## src/rtl/rii_pkg.sv

```systemverilog
package rii_pkg;

    localparam int DATA_W   = 16;
    localparam int SCALE_SH = 6;
    localparam int ACC_W    = DATA_W + SCALE_SH;

    typedef enum logic [1:0] {
        ST_IDLE    = 2'd0,
        ST_DISCARD = 2'd1,
        ST_INTEG   = 2'd2
    } seq_state_t;

    typedef struct packed {
        logic start;
        logic stop;
    } trig_evt_t;

endpackage

```

## src/rtl/rii_carrier_sign.sv

```systemverilog
module rii_carrier_sign #(
    parameter int HALF_W = 8
) (
    input  logic              clk,
    input  logic              rst,
    input  logic              adv,
    input  logic [HALF_W-1:0] half_m1,
    output logic              sgn
);

    logic [HALF_W-1:0] cnt_q;

    always_ff @(posedge clk) begin
        if (rst) begin
            cnt_q <= '0;
            sgn   <= 1'b0;
        end else if (adv) begin
            if (cnt_q == half_m1) begin
                cnt_q <= '0;
                sgn   <= ~sgn;
            end else begin
                cnt_q <= cnt_q + 1'b1;
            end
        end
    end

    // the carrier sign only moves on a filter result
    a_r3_sign_steady: assert property (@(posedge clk) disable iff (rst)
        !adv |=> $stable(sgn));

endmodule

```

## src/rtl/rii_sign_align.sv

```systemverilog
module rii_sign_align #(
    parameter int DLY_W = 4
) (
    input  logic             clk,
    input  logic             rst,
    input  logic             adv,
    input  logic             ext_sel,
    input  logic             ext_sign,
    input  logic             gen_sign,
    input  logic [DLY_W-1:0] dly,
    output logic             sign_out
);

    localparam int HIST_N = (1 << DLY_W) - 1;

    logic              raw;
    logic [HIST_N-1:0] hist_q;

    assign raw = ext_sel ? ext_sign : gen_sign;

    always_ff @(posedge clk) begin
        if (rst) begin
            hist_q <= '0;
        end else if (adv) begin
            hist_q <= {hist_q[HIST_N-2:0], raw};
        end
    end

    always_comb begin
        if (dly == '0) begin
            sign_out = raw;
        end else begin
            sign_out = hist_q[dly - 1'b1];
        end
    end

    // the newest history entry is the reference of the previous result
    a_r4_hist_shift: assert property (@(posedge clk) disable iff (rst)
        adv |=> hist_q[0] == $past(raw));

endmodule

```

## src/rtl/rii_rectify.sv

```systemverilog
module rii_rectify #(
    parameter int DATA_W = 16
) (
    input  logic                     en,
    input  logic                     neg,
    input  logic signed [DATA_W-1:0] din,
    output logic signed [DATA_W-1:0] dout
);

    localparam logic signed [DATA_W-1:0] MIN_V = {1'b1, {(DATA_W-1){1'b0}}};
    localparam logic signed [DATA_W-1:0] MAX_V = {1'b0, {(DATA_W-1){1'b1}}};

    always_comb begin
        if (en && neg) begin
            dout = (din == MIN_V) ? MAX_V : -din;
        end else begin
            dout = din;
        end
    end

endmodule

```

## src/rtl/rii_integ_seq.sv

```systemverilog
module rii_integ_seq
    import rii_pkg::*;
#(
    parameter int DW     = DATA_W,
    parameter int SH     = SCALE_SH,
    parameter int CNT_W  = 8,
    parameter int LOOP_W = 8
) (
    input  logic                 clk,
    input  logic                 rst,
    input  logic                 integ_en,
    input  logic                 var_win,
    input  logic                 trig_fall,
    input  logic                 trig_in,
    input  logic                 smp_valid,
    input  logic signed [DW-1:0] smp_val,
    input  logic [CNT_W-1:0]     discard,
    input  logic [SH-1:0]        sum_m1,
    input  logic [LOOP_W-1:0]    loops_m1,
    output logic [DW-1:0]        res_data,
    output logic                 res_valid,
    output logic                 filt_clear
);

    localparam int AW = DW + SH;

    logic                 trig_q;
    trig_evt_t            evt;
    seq_state_t           st_q;
    logic [CNT_W-1:0]     cnt_q;
    logic [LOOP_W-1:0]    rep_q;
    logic signed [AW-1:0] acc_q;
    logic signed [AW-1:0] sum_w;
    logic                 last_sum;

    always_comb begin
        evt.start = trig_fall ? (!trig_in && trig_q) : (trig_in && !trig_q);
        evt.stop  = trig_fall ? (trig_in && !trig_q) : (!trig_in && trig_q);
    end

    assign sum_w    = acc_q + {{SH{smp_val[DW-1]}}, smp_val};
    assign last_sum = (cnt_q == CNT_W'(sum_m1));

    always_ff @(posedge clk) begin
        if (rst) begin
            trig_q     <= 1'b0;
            st_q       <= ST_IDLE;
            cnt_q      <= '0;
            rep_q      <= '0;
            acc_q      <= '0;
            res_data   <= '0;
            res_valid  <= 1'b0;
            filt_clear <= 1'b0;
        end else begin
            trig_q     <= trig_in;
            res_valid  <= 1'b0;
            filt_clear <= 1'b0;
            if (!integ_en) begin
                st_q <= ST_IDLE;
                if (smp_valid) begin
                    res_valid <= 1'b1;
                    res_data  <= smp_val;
                end
            end else if (evt.start) begin
                filt_clear <= 1'b1;
                st_q       <= (discard == '0) ? ST_INTEG : ST_DISCARD;
                cnt_q      <= '0;
                acc_q      <= '0;
                rep_q      <= '0;
            end else if (evt.stop && var_win && st_q != ST_IDLE) begin
                st_q  <= ST_IDLE;
                cnt_q <= '0;
                acc_q <= '0;
            end else if (smp_valid) begin
                case (st_q)
                    ST_DISCARD: begin
                        if (cnt_q == discard - 1'b1) begin
                            st_q  <= ST_INTEG;
                            cnt_q <= '0;
                        end else begin
                            cnt_q <= cnt_q + 1'b1;
                        end
                    end
                    ST_INTEG: begin
                        if (last_sum) begin
                            res_valid <= 1'b1;
                            res_data  <= sum_w[AW-1:SH];
                            acc_q     <= '0;
                            cnt_q     <= '0;
                            rep_q     <= rep_q + 1'b1;
                            if (!var_win && rep_q == loops_m1) begin
                                st_q <= ST_IDLE;
                            end
                        end else begin
                            acc_q <= sum_w;
                            cnt_q <= cnt_q + 1'b1;
                        end
                    end
                    default: ;
                endcase
            end
        end
    end

    // the filter clear request is a single-cycle pulse
    a_r5_clear_pulse: assert property (@(posedge clk) disable iff (rst)
        filt_clear |=> !filt_clear);

    // a clear request coincides with an emptied sum and count
    a_r5_clear_state: assert property (@(posedge clk) disable iff (rst)
        filt_clear |-> (acc_q == '0) && (cnt_q == '0));

    // an integrated value is only published out of the summing state
    a_r7_publish_src: assert property (@(posedge clk) disable iff (rst)
        res_valid && $past(integ_en) |-> ($past(st_q) == ST_INTEG) && $past(smp_valid));

    // an idle sequencer stays quiet unless a start edge arrives
    a_r11_idle_quiet: assert property (@(posedge clk) disable iff (rst)
        integ_en && st_q == ST_IDLE && !evt.start |=> !res_valid);

    // closing the window idles the sequencer and keeps the last value
    a_r9_close_hold: assert property (@(posedge clk) disable iff (rst)
        integ_en && var_win && evt.stop && st_q != ST_IDLE
        |=> (st_q == ST_IDLE) && $stable(res_data));

endmodule

```

## src/rtl/rii_top.sv

```systemverilog
module rii_top
    import rii_pkg::*;
#(
    parameter int DW     = DATA_W,
    parameter int DLY_W  = 4,
    parameter int HALF_W = 8,
    parameter int CNT_W  = 8,
    parameter int SUM_W  = SCALE_SH,
    parameter int LOOP_W = 8
) (
    input  logic              clk,
    input  logic              rst,
    input  logic              smp_valid,
    input  logic [DW-1:0]     smp_data,
    input  logic              trig_in,
    input  logic              sign_ext,
    input  logic              cfg_trig_fall,
    input  logic              cfg_var_win,
    input  logic              cfg_integ_en,
    input  logic              cfg_rect_en,
    input  logic              cfg_sign_ext_sel,
    input  logic [DLY_W-1:0]  cfg_sign_dly,
    input  logic [HALF_W-1:0] cfg_half_m1,
    input  logic [CNT_W-1:0]  cfg_discard,
    input  logic [SUM_W-1:0]  cfg_sum_m1,
    input  logic [LOOP_W-1:0] cfg_loops_m1,
    output logic [DW-1:0]     res_data,
    output logic              res_valid,
    output logic              filt_clear
);

    logic                 gen_sign;
    logic                 rect_neg;
    logic signed [DW-1:0] rect_out;

    rii_carrier_sign #(.HALF_W(HALF_W)) u_carrier (
        .clk     (clk),
        .rst     (rst),
        .adv     (smp_valid),
        .half_m1 (cfg_half_m1),
        .sgn     (gen_sign)
    );

    rii_sign_align #(.DLY_W(DLY_W)) u_align (
        .clk      (clk),
        .rst      (rst),
        .adv      (smp_valid),
        .ext_sel  (cfg_sign_ext_sel),
        .ext_sign (sign_ext),
        .gen_sign (gen_sign),
        .dly      (cfg_sign_dly),
        .sign_out (rect_neg)
    );

    rii_rectify #(.DATA_W(DW)) u_rect (
        .en   (cfg_rect_en),
        .neg  (rect_neg),
        .din  ($signed(smp_data)),
        .dout (rect_out)
    );

    rii_integ_seq #(
        .DW     (DW),
        .SH     (SUM_W),
        .CNT_W  (CNT_W),
        .LOOP_W (LOOP_W)
    ) u_seq (
        .clk        (clk),
        .rst        (rst),
        .integ_en   (cfg_integ_en),
        .var_win    (cfg_var_win),
        .trig_fall  (cfg_trig_fall),
        .trig_in    (trig_in),
        .smp_valid  (smp_valid),
        .smp_val    (rect_out),
        .discard    (cfg_discard),
        .sum_m1     (cfg_sum_m1),
        .loops_m1   (cfg_loops_m1),
        .res_data   (res_data),
        .res_valid  (res_valid),
        .filt_clear (filt_clear)
    );

    // a negated negative input never comes out negative
    a_r2_rect_sign: assert property (@(posedge clk) disable iff (rst)
        cfg_rect_en && rect_neg && smp_data[DW-1] |-> !rect_out[DW-1]);

endmodule

```

## config.mk

```make
export PLATFORM = sky130hd
export DESIGN_NAME = rii_top
export DESIGN_NICKNAME = d
export VERILOG_FILES = /design/src/rtl/rii_pkg.sv /design/src/rtl/rii_carrier_sign.sv /design/src/rtl/rii_sign_align.sv /design/src/rtl/rii_rectify.sv /design/src/rtl/rii_integ_seq.sv /design/src/rtl/rii_top.sv
export SDC_FILE = /design/constraint.sdc
export NUM_CORES = 1
export LEC_CHECK = 0
export BUFFER_PORTS_ARGS = -buffer_cell sky130_fd_sc_hd__buf_2
export CORE_ASPECT_RATIO = 0.6
export CORE_MARGIN = 2
export CORE_UTILIZATION = 53
export CTS_CLUSTER_SIZE = 14
export DETAILED_ROUTE_END_ITERATION = 8
export GPL_TIMING_DRIVEN = 0
export PLACE_DENSITY_LB_ADDON = 0.1
export SETUP_SLACK_MARGIN = 0.15
export SLEW_MARGIN = 20
export SYNTH_ARGS = -nofsm -noshare
export SYNTH_HDL_FRONTEND = slang
export SYNTH_SLANG_ARGS = --single-unit
export TNS_END_PERCENT = 30
```

## constraint.sdc

```tcl
create_clock -name clk -period 4.31 [get_ports clk]
set_input_delay 0.2155 -clock clk [delete_from_list [all_inputs] [get_ports clk]]
set_output_delay 0.2155 -clock clk [all_outputs]
set_load 0.05 [all_outputs]
```

==> summary.txt, run 1 <==
Logic synthesis
  • Yosys top cell area share: 0.3031
  • Top cells by area, synth: dfxtp_1 (30%), ha_1 (7.3%), nor2_1 (7.1%)
  • Synth Area per Inst: 8.171 um2
  • Yosys top cell by area: dfxtp_1
  • Async SR Flop Fraction: 0
  • Post-synthesis cell area: between 0.005 and 0.006 mm2
  • Sequential share of the synthesized area: 0.3031
  • Net count after synthesis: 764
  • Syn Inst Count: 671
  • Dominant synthesized flop cell: dfxtp_1
  • Total number of yosys warnings: 0
  • Synth top cells by count: nor2_1 (103), dfxtp_1 (83), nand2_1 (53)
  • #FFs+latches synth: 83
  • Yosys cell types: 63
  • Most frequent cell after synthesis: nor2_1
  • Post-synth EDFFs: 0

Global route
  • First-pass GRT wire length: approximately 24000 um
  • Met3 usage: 0.06011
  • Largest net degree at the start of global routing: 17
  • Number of global-route vias before repair: about 4.8k
  • Gr usage total: 0.2808
  • Grt total ovfl: 0
  • Met2 usage: 0.4294
  • GR Util met1: 0.4037
  • Busiest grt layer: met2
  • Initial antenna violation count: 0

CTS
  • Clk sinks: slightly above 80
  • Longest Clk Path Bufs: 2
  • Htree depth: 3
  • CTS root buf: clkbuf_16
  • CTS Buf Count: 9
  • Worst-Skew Late Latency: 0.34 ns
  • # hold bufs at CTS: 0
  • CTS tree: done
  • Clock-pin slew on the worst setup and hold paths: approximately 0.06 ns

Detailed routing
  • Post-Route WL: around 16000 um
  • DRC Markers: 0
  • Vias per Instance: ~5.9
  • 1st-pass router iterations: 5
  • DR vias: 5393
  • DR iter-0 viols: between 400 and 500
  • Wire length per cell: 17.48 um
  • ANT nets after route: 0

STA
  • Slew @ Worst Pin: roughly 0.96 ns
  • Final Critical Period: between 4 and 5 ns
  • RSZ-0062 raised after global routing: yes
  • Post-route setup TNS: 0 ns
  • Final hold violation count: 0
  • Max_slew headroom: 0.3537
  • Maximum clock rate: roughly 240 MHz
  • Slew Limit Fails: 0
  • Layout Skew: approximately 0.0081 ns
  • # setup viols final: 0
  • Final period utilization: 0.9798
  • Post-route setup slack: roughly 0.087 ns

Power
  • Power per Cell Area: approximately 310 mW/mm2
  • P_leak: 2.849 nW
  • Worst-case vdd ir drop: around 0.00024 V

Placed design
  • Dpl hpwl: about 12000 um
  • Placed instance area: around 0.0061 mm2
  • Port buffer count: between 70 and 80
  • Dpl cells: slightly below 900
  • GP Congestion: around 0.93
  • Dpl ws: -0.8481 ns

Finish
  • Non-Filler Instances: around 900
  • P&R area growth vs syn: 24.87%
  • ANT cells: 0
  • Final Net Count: 868
  • Finished Cell Area: 0.006847 mm2
  • Layout cells sized above 1: 0.2372

Die
  • Die width: 135.3 um
  • Core box area: 0.009950 mm2
  • Die H: between 80 and 90 um
  • Initial Utilization: 0.5511
  • Top Ports: 78
  • Die area: 0.01120 mm2
  • Site Rows: 28

Setup path
  • Slowest CP cell: o31ai_4
  • WP data arrival: between 4 and 5 ns
  • Crit path cell chain: clkbuf_4 > inv_4 > ha_4 > xor2_4 > mux2_2 > a211oi_4 > o31ai_4 > nand2_2 > buf_4 > buf_4 > o21ba_2 > a31oi_1 > ha_1 > nand2_1 > o21ai_1 > nand3b_1 > o21ai_2 > nand3_2 > a31o_4 > xnor2_2 > and4_1 > a311o_1
  • Crit-path leading delay family: compound AO/OA/AOI/OAI gates
  • Most used cell, CP: buf_4
  • Crit path buffers/inverters: 4
  • Worst-path maximum fanout: 6
  • Critical path startpoint category: input port
  • Worst path max stage delay: 0.39 ns
  • CP endpoint kind: flop
  • Worst EP required: 4.54 ns
  • Worst Path Class, Setup: input port to flop

Outcome
  • Run status: complete, no violations

Run
  • Max-Cap Viols: 0

Hold path
  • HP Class: input port to flop
## where the power goes
group | total (mW) | leakage (nW) | internal (mW) | switching (mW)
Sequential | 0.823 | 0.676 | 0.797 | 0.0253
Clock | 0.744 | 0.135 | 0.400 | 0.344
Combinational | 0.562 | 2.04 | 0.223 | 0.338
## metal layers
| layer | wire (um) | part of all wire |
|---|---|---|
| met1 | 7669 | 0.48 |
| met2 | 6855 | 0.43 |
| met3 | 1211 | 0.076 |
| met4 | 254 | 0.016 |
| met5 | 0 | 0 |
## final cells by class
cell class | instances | area, um2
tap | 135 | 168.9
clock inverter | 7 | 57.56
buffer | 29 | 132.6
fill | 794 | 3103
timing repair buffer | 93 | 519.2
multi-input combinational | 543 | 4014
sequential | 83 | 1667
clock buffer | 9 | 225.2
inverter | 16 | 62.56
## worst paths after layout
| kind | from | to | slack (ns) | depth (start not counted) |
|---|---|---|---|---|
| max | cfg_sign_dly[0] | u_seq.acc_q[21]$_SDFFE_PP0P_ | 0.09 | 22 |
| min | trig_in | u_seq.trig_q$_SDFF_PP0_ | 0.15 | 2 |
| max reg2reg | u_align.hist_q[3]$_SDFFE_PP0P_ | u_seq.acc_q[21]$_SDFFE_PP0P_ | 0.12 | 18 |
| min reg2reg | u_seq.acc_q[5]$_SDFFE_PP0P_ | u_seq.acc_q[5]$_SDFFE_PP0P_ | 0.49 | 2 |
## cells by family (layout without fill, tap and decap cells)
| kind of cell | after synthesis | after routing | share of synthesized area |
|---|---|---|---|
| AOI/OAI and AO/OA | 149 | 149 | 0.1855 |
| DFF | 83 | 83 | 0.3031 |
| xor gates and xnor gates | 73 | 73 | 0.1180 |
| adders and majority gates | 33 | 33 | 0.07668 |
| buffers and inverters | 45 | 154 | 0.03126 |
| and+or+nand+nor | 258 | 258 | 0.2230 |
| muxes | 30 | 30 | 0.06253 |
## registers in the layout, indices dropped and copies added, names as in the netlist, 2 cells and up
signal and cells:
u_align.hist_q 15, u_carrier.cnt_q 8, u_seq.acc_q 22, u_seq.cnt_q 8, u_seq.rep_q 8, u_seq.res_data 16
u_seq.st_q 2
## what timing repair did
action                                  in CTS  in global routing
endpoints found under the setup margin      22                 19
resized for setup                           34                 46
cloned                                       0                  0
pin swaps                                   12                 23
setup buffers                                9                 10
hold endpoints to repair                     0                  0
## cells in the final DEF (no fill, tap or decap), types with 15 or more instances in the layout
| master | n |
|---|---|
| buf_2 | 74 |
| nand3_1 | 15 |
| a21oi_1 | 35 |
| ha_1 | 25 |
| a22oi_1 | 15 |
| xnor2_1 | 35 |
| nor2_1 | 102 |
| xor2_1 | 33 |
| buf_4 | 18 |
| mux2i_1 | 23 |
| dfxtp_1 | 79 |
| nand2_1 | 51 |
| clkbuf_1 | 20 |
## per-stage QoR
stage | total power [mW] | hold WS (ns) | utilization
floorplan | 1.178 | 0.2994 | -
global placement | 1.305 | 0.4447 | 0.6109
detailed placement | 1.317 | 0.4545 | 0.6109
CTS | 2.082 | 0.1397 | 0.6608
global route | 2.210 | 0.1694 | 0.6881
finish | 2.128 | 0.1458 | 0.6881
Note: power is estimated with default switching activity, not from simulation.
==> inputs of run 2 (changes only) <==
- CORE_UTILIZATION: 53 -> 58
- SLEW_MARGIN: 20 -> 10
- clock period: 4.31 -> 4.7 ns (I/O delays scaled with it)
==> run 2 against run 1 <==
  * Sequential cell count unchanged
  * Worst hold slack gained 0.027 ns
  * Critical path depth is 3 lower
  * Die area down 8.3%
  * Cell count is 2.0% lower
  * Clock-buffer cell count rose by 2
  * Sequential power fell by 8.4%
  * Clock skew down 0.0013 ns
  * Sequential share of layout area up 0.98 points
  * Global-route usage up 1.4 points
  * Combinational power fell by 15%
  * First-iteration DRC count fell by 5.6%
  * Critical endpoint is now u_seq.res_data[12]$_SDFFE_PP0P_
  * Largest cell class unchanged
  * Largest power group unchanged
==> summary.txt, run 2 (synthesis results as in run 1) <==
STA
  • Max_slew headroom: 0.3809
  • Slew Limit Fails: 0
  • Maximum clock rate: ~230 MHz
  • Slew @ Worst Pin: between 0.9 and 1 ns
  • # setup viols final: 0
  • RSZ-0062 raised after global routing: yes
  • Final Critical Period: 4.397 ns
  • Layout Skew: between 0.006 and 0.007 ns
  • Final period utilization: 0.9355
  • Final hold violation count: 0

Die
  • Die width: 129.5 um
  • Top Ports: between 70 and 80
  • Core box area: between 0.009 and 0.01 mm2
  • Die area: ~0.01 mm2
  • Die H: between 70 and 80 um
  • Site Rows: 27
  • Initial Utilization: 0.5967

Detailed routing
  • DR iter-0 viols: just under 400
  • Highest routed layer: met4
  • Metal-1 WL: between 7000 and 8000 um
  • Met3 WL: around 1300 um
  • 1st-pass router iterations: 5
  • Wire length per cell: roughly 17 um
  • Vias per Instance: around 6
  • DRC Markers: 0
  • Post-Route WL: approximately 15000 um
  • DR vias: ~5.4k
  • ANT nets after route: 0
  • Detail Route met2 WL: between 6000 and 7000 um

Setup path
  • Most used cell, CP: a21o_1
  • WP data arrival: about 4.6 ns
  • Slowest CP cell: mux4_2
  • Worst Path Class, Setup: flop to flop
  • Crit-path leading delay family: compound AO/OA/AOI/OAI gates
  • Worst EP required: ~5.0 ns
  • Crit path buffers/inverters: 2
  • Crit path cell chain: mux4_2 > mux2_2 > a21oi_2 > o31ai_4 > nand2_2 > clkbuf_8 > o21ai_2 > ha_2 > fa_1 > a21o_1 > a21o_1 > a31oi_4 > o21a_1 > buf_4 > o21ai_0 > a21oi_1 > xnor2_1 > nand2_1 > a311oi_1
  • Critical path startpoint category: flop
  • Worst-path maximum fanout: 10
  • Worst path max stage delay: roughly 0.45 ns
  • CP endpoint kind: flop

Finish
  • Top flop regs: u_seq.acc_q: 22 flops, u_seq.res_data: 16 flops, u_align.hist_q: 15 flops
  • Final core occ: 0.7142
  • Final Net Count: approximately 860
  • Layout cells sized above 1: 0.1864
  • Filler instances: about 750
  • Most frequent cells in the layout: nor2_1 (103), dfxtp_1 (83), buf_2 (74), nand2_1 (52), a21oi_1 (43)
  • Finished Cell Area: approximately 0.0066 mm2
  • P&R area growth vs syn: 19.69%
  • Max FFs per register: 22
  • Commonest non-fill, non-tap cell in the layout: nor2_1
  • Biggest register: u_seq.acc_q
  • ANT cells: 0

Placed design
  • GP Congestion: between 0.9 and 1
  • Dpl hpwl: roughly 11000 um
  • Placed instance area: roughly 0.006 mm2
  • Port buffer count: 74

Power
  • Int Pwr: approximately 1.3 mW
  • P_leak: 2.764 nW
  • Power per Cell Area: approximately 300 mW/mm2
  • Combinational Power Share: 0.244
  • Part of the power in registers: 0.384
  • Worst-case vdd ir drop: about 0.00022 V
  • P_sw: between 0.6 and 0.7 mW
  • Power share of the clock group: 0.372
  • Sw Share: 0.3151

Global route
  • Number of global-route vias before repair: between 4k and 5k
  • Initial antenna violation count: 0
  • Grt total ovfl: 0
  • Gr usage total: 0.2952
  • First-pass GRT wire length: 23750 um
  • Largest net degree at the start of global routing: 15

CTS
  • CTS root buf: clkbuf_16
  • Htree depth: 3
  • Longest Clk Path Bufs: 2
  • # hold bufs at CTS: 0
  • CTS tree: done
  • Clk sinks: between 80 and 90
  • CTS Buf Count: 9
  • Clock-pin slew on the worst setup and hold paths: ~0.07 ns
  • Worst-Skew Late Latency: 0.34 ns

Run
  • Max-Cap Viols: 0

Outcome
  • Run status: complete, no violations

Hold path
  • HP Class: input port to flop
[run 2: cell types whose count changed in the layout (fill, tap and decap cells not counted), sizes merged]
| cell | before | now |
|---|---|---|
| bufinv | 0 | 1 |
| buf | 100 | 85 |
| clkbuf | 31 | 35 |
| inv | 19 | 17 |
| clkinvlp | 2 | 1 |
[run 2: area by class of cell]
| class | count | area (um2) | area share |
|---|---|---|---|
| multi-input combinational | 543 | 3832 | 0.5840 |
| timing repair buffer | 80 | 417.9 | 0.06368 |
| sequential | 83 | 1662 | 0.2532 |
| clock inverter | 5 | 60.06 | 0.009152 |
| inverter | 16 | 60.06 | 0.009152 |
| tap | 130 | 162.7 | 0.02479 |
| buffer | 29 | 125.1 | 0.01907 |
| clock buffer | 11 | 242.7 | 0.03699 |
[run 2: path summary, 6_finish.rpt]
kind | from | end | slack [ns] | cells after the start
worst max-delay path | u_align.hist_q[4]$_SDFFE_PP0P_ | u_seq.res_data[12]$_SDFFE_PP0P_ | 0.30 | 19
worst min-delay path | trig_in | u_seq.trig_q$_SDFF_PP0_ | 0.17 | 2
worst max register to register | u_align.hist_q[4]$_SDFFE_PP0P_ | u_seq.res_data[12]$_SDFFE_PP0P_ | 0.30 | 19
worst min register to register | u_seq.acc_q[3]$_SDFFE_PP0P_ | u_seq.acc_q[3]$_SDFFE_PP0P_ | 0.46 | 2
[run 2: power groups by stage]
stage	clock network (mW)	logic [mW]	registers (mW)
floorplan	0	0.273	0.801
global placement	0	0.418	0.767
detailed placement	0	0.431	0.768
CTS	0.736	0.445	0.752
global route	0.757	0.519	0.756
finish	0.730	0.478	0.754
[run 2: per-layer routing]
layer,up-vias,track usage
met5,-,0
li1,2588,-
met1,2523,0.4257
met2,239,0.4484
met4,0,0.06452
met3,13,0.07008
[run 2: through the flow]
stage               instances  hold WS, ns  setup TNS [ns]  worst slack, ns  total power [mW]
floorplan                 671       0.3189               0           0.2494             1.074
global placement          875       0.4449          -9.553          -0.8270             1.185
detailed placement        875       0.4531          -11.85          -0.8992             1.199
CTS                       892       0.1726               0          0.05058             1.933
global route              897       0.1962               0          0.06638             2.031
finish                    897       0.1724               0           0.3030             1.962
[run 2: worst register-to-register path: cells and delay by family, from the launching register on]
family	cells	cell delay [ns]
xor+xnor	1	0.18
flops	1	0.32
compound gates	10	1.91
simple gates	2	0.23
fa+ha+maj	2	0.60
buf+inv	2	0.33
mux	2	0.74
[run 2: repair_timing]
action / in CTS / in global routing
setup endpoints to repair: 22 / 19
gates resized for setup: 13 / 29
setup buffers: 1 / 5
pin swaps: 4 / 13
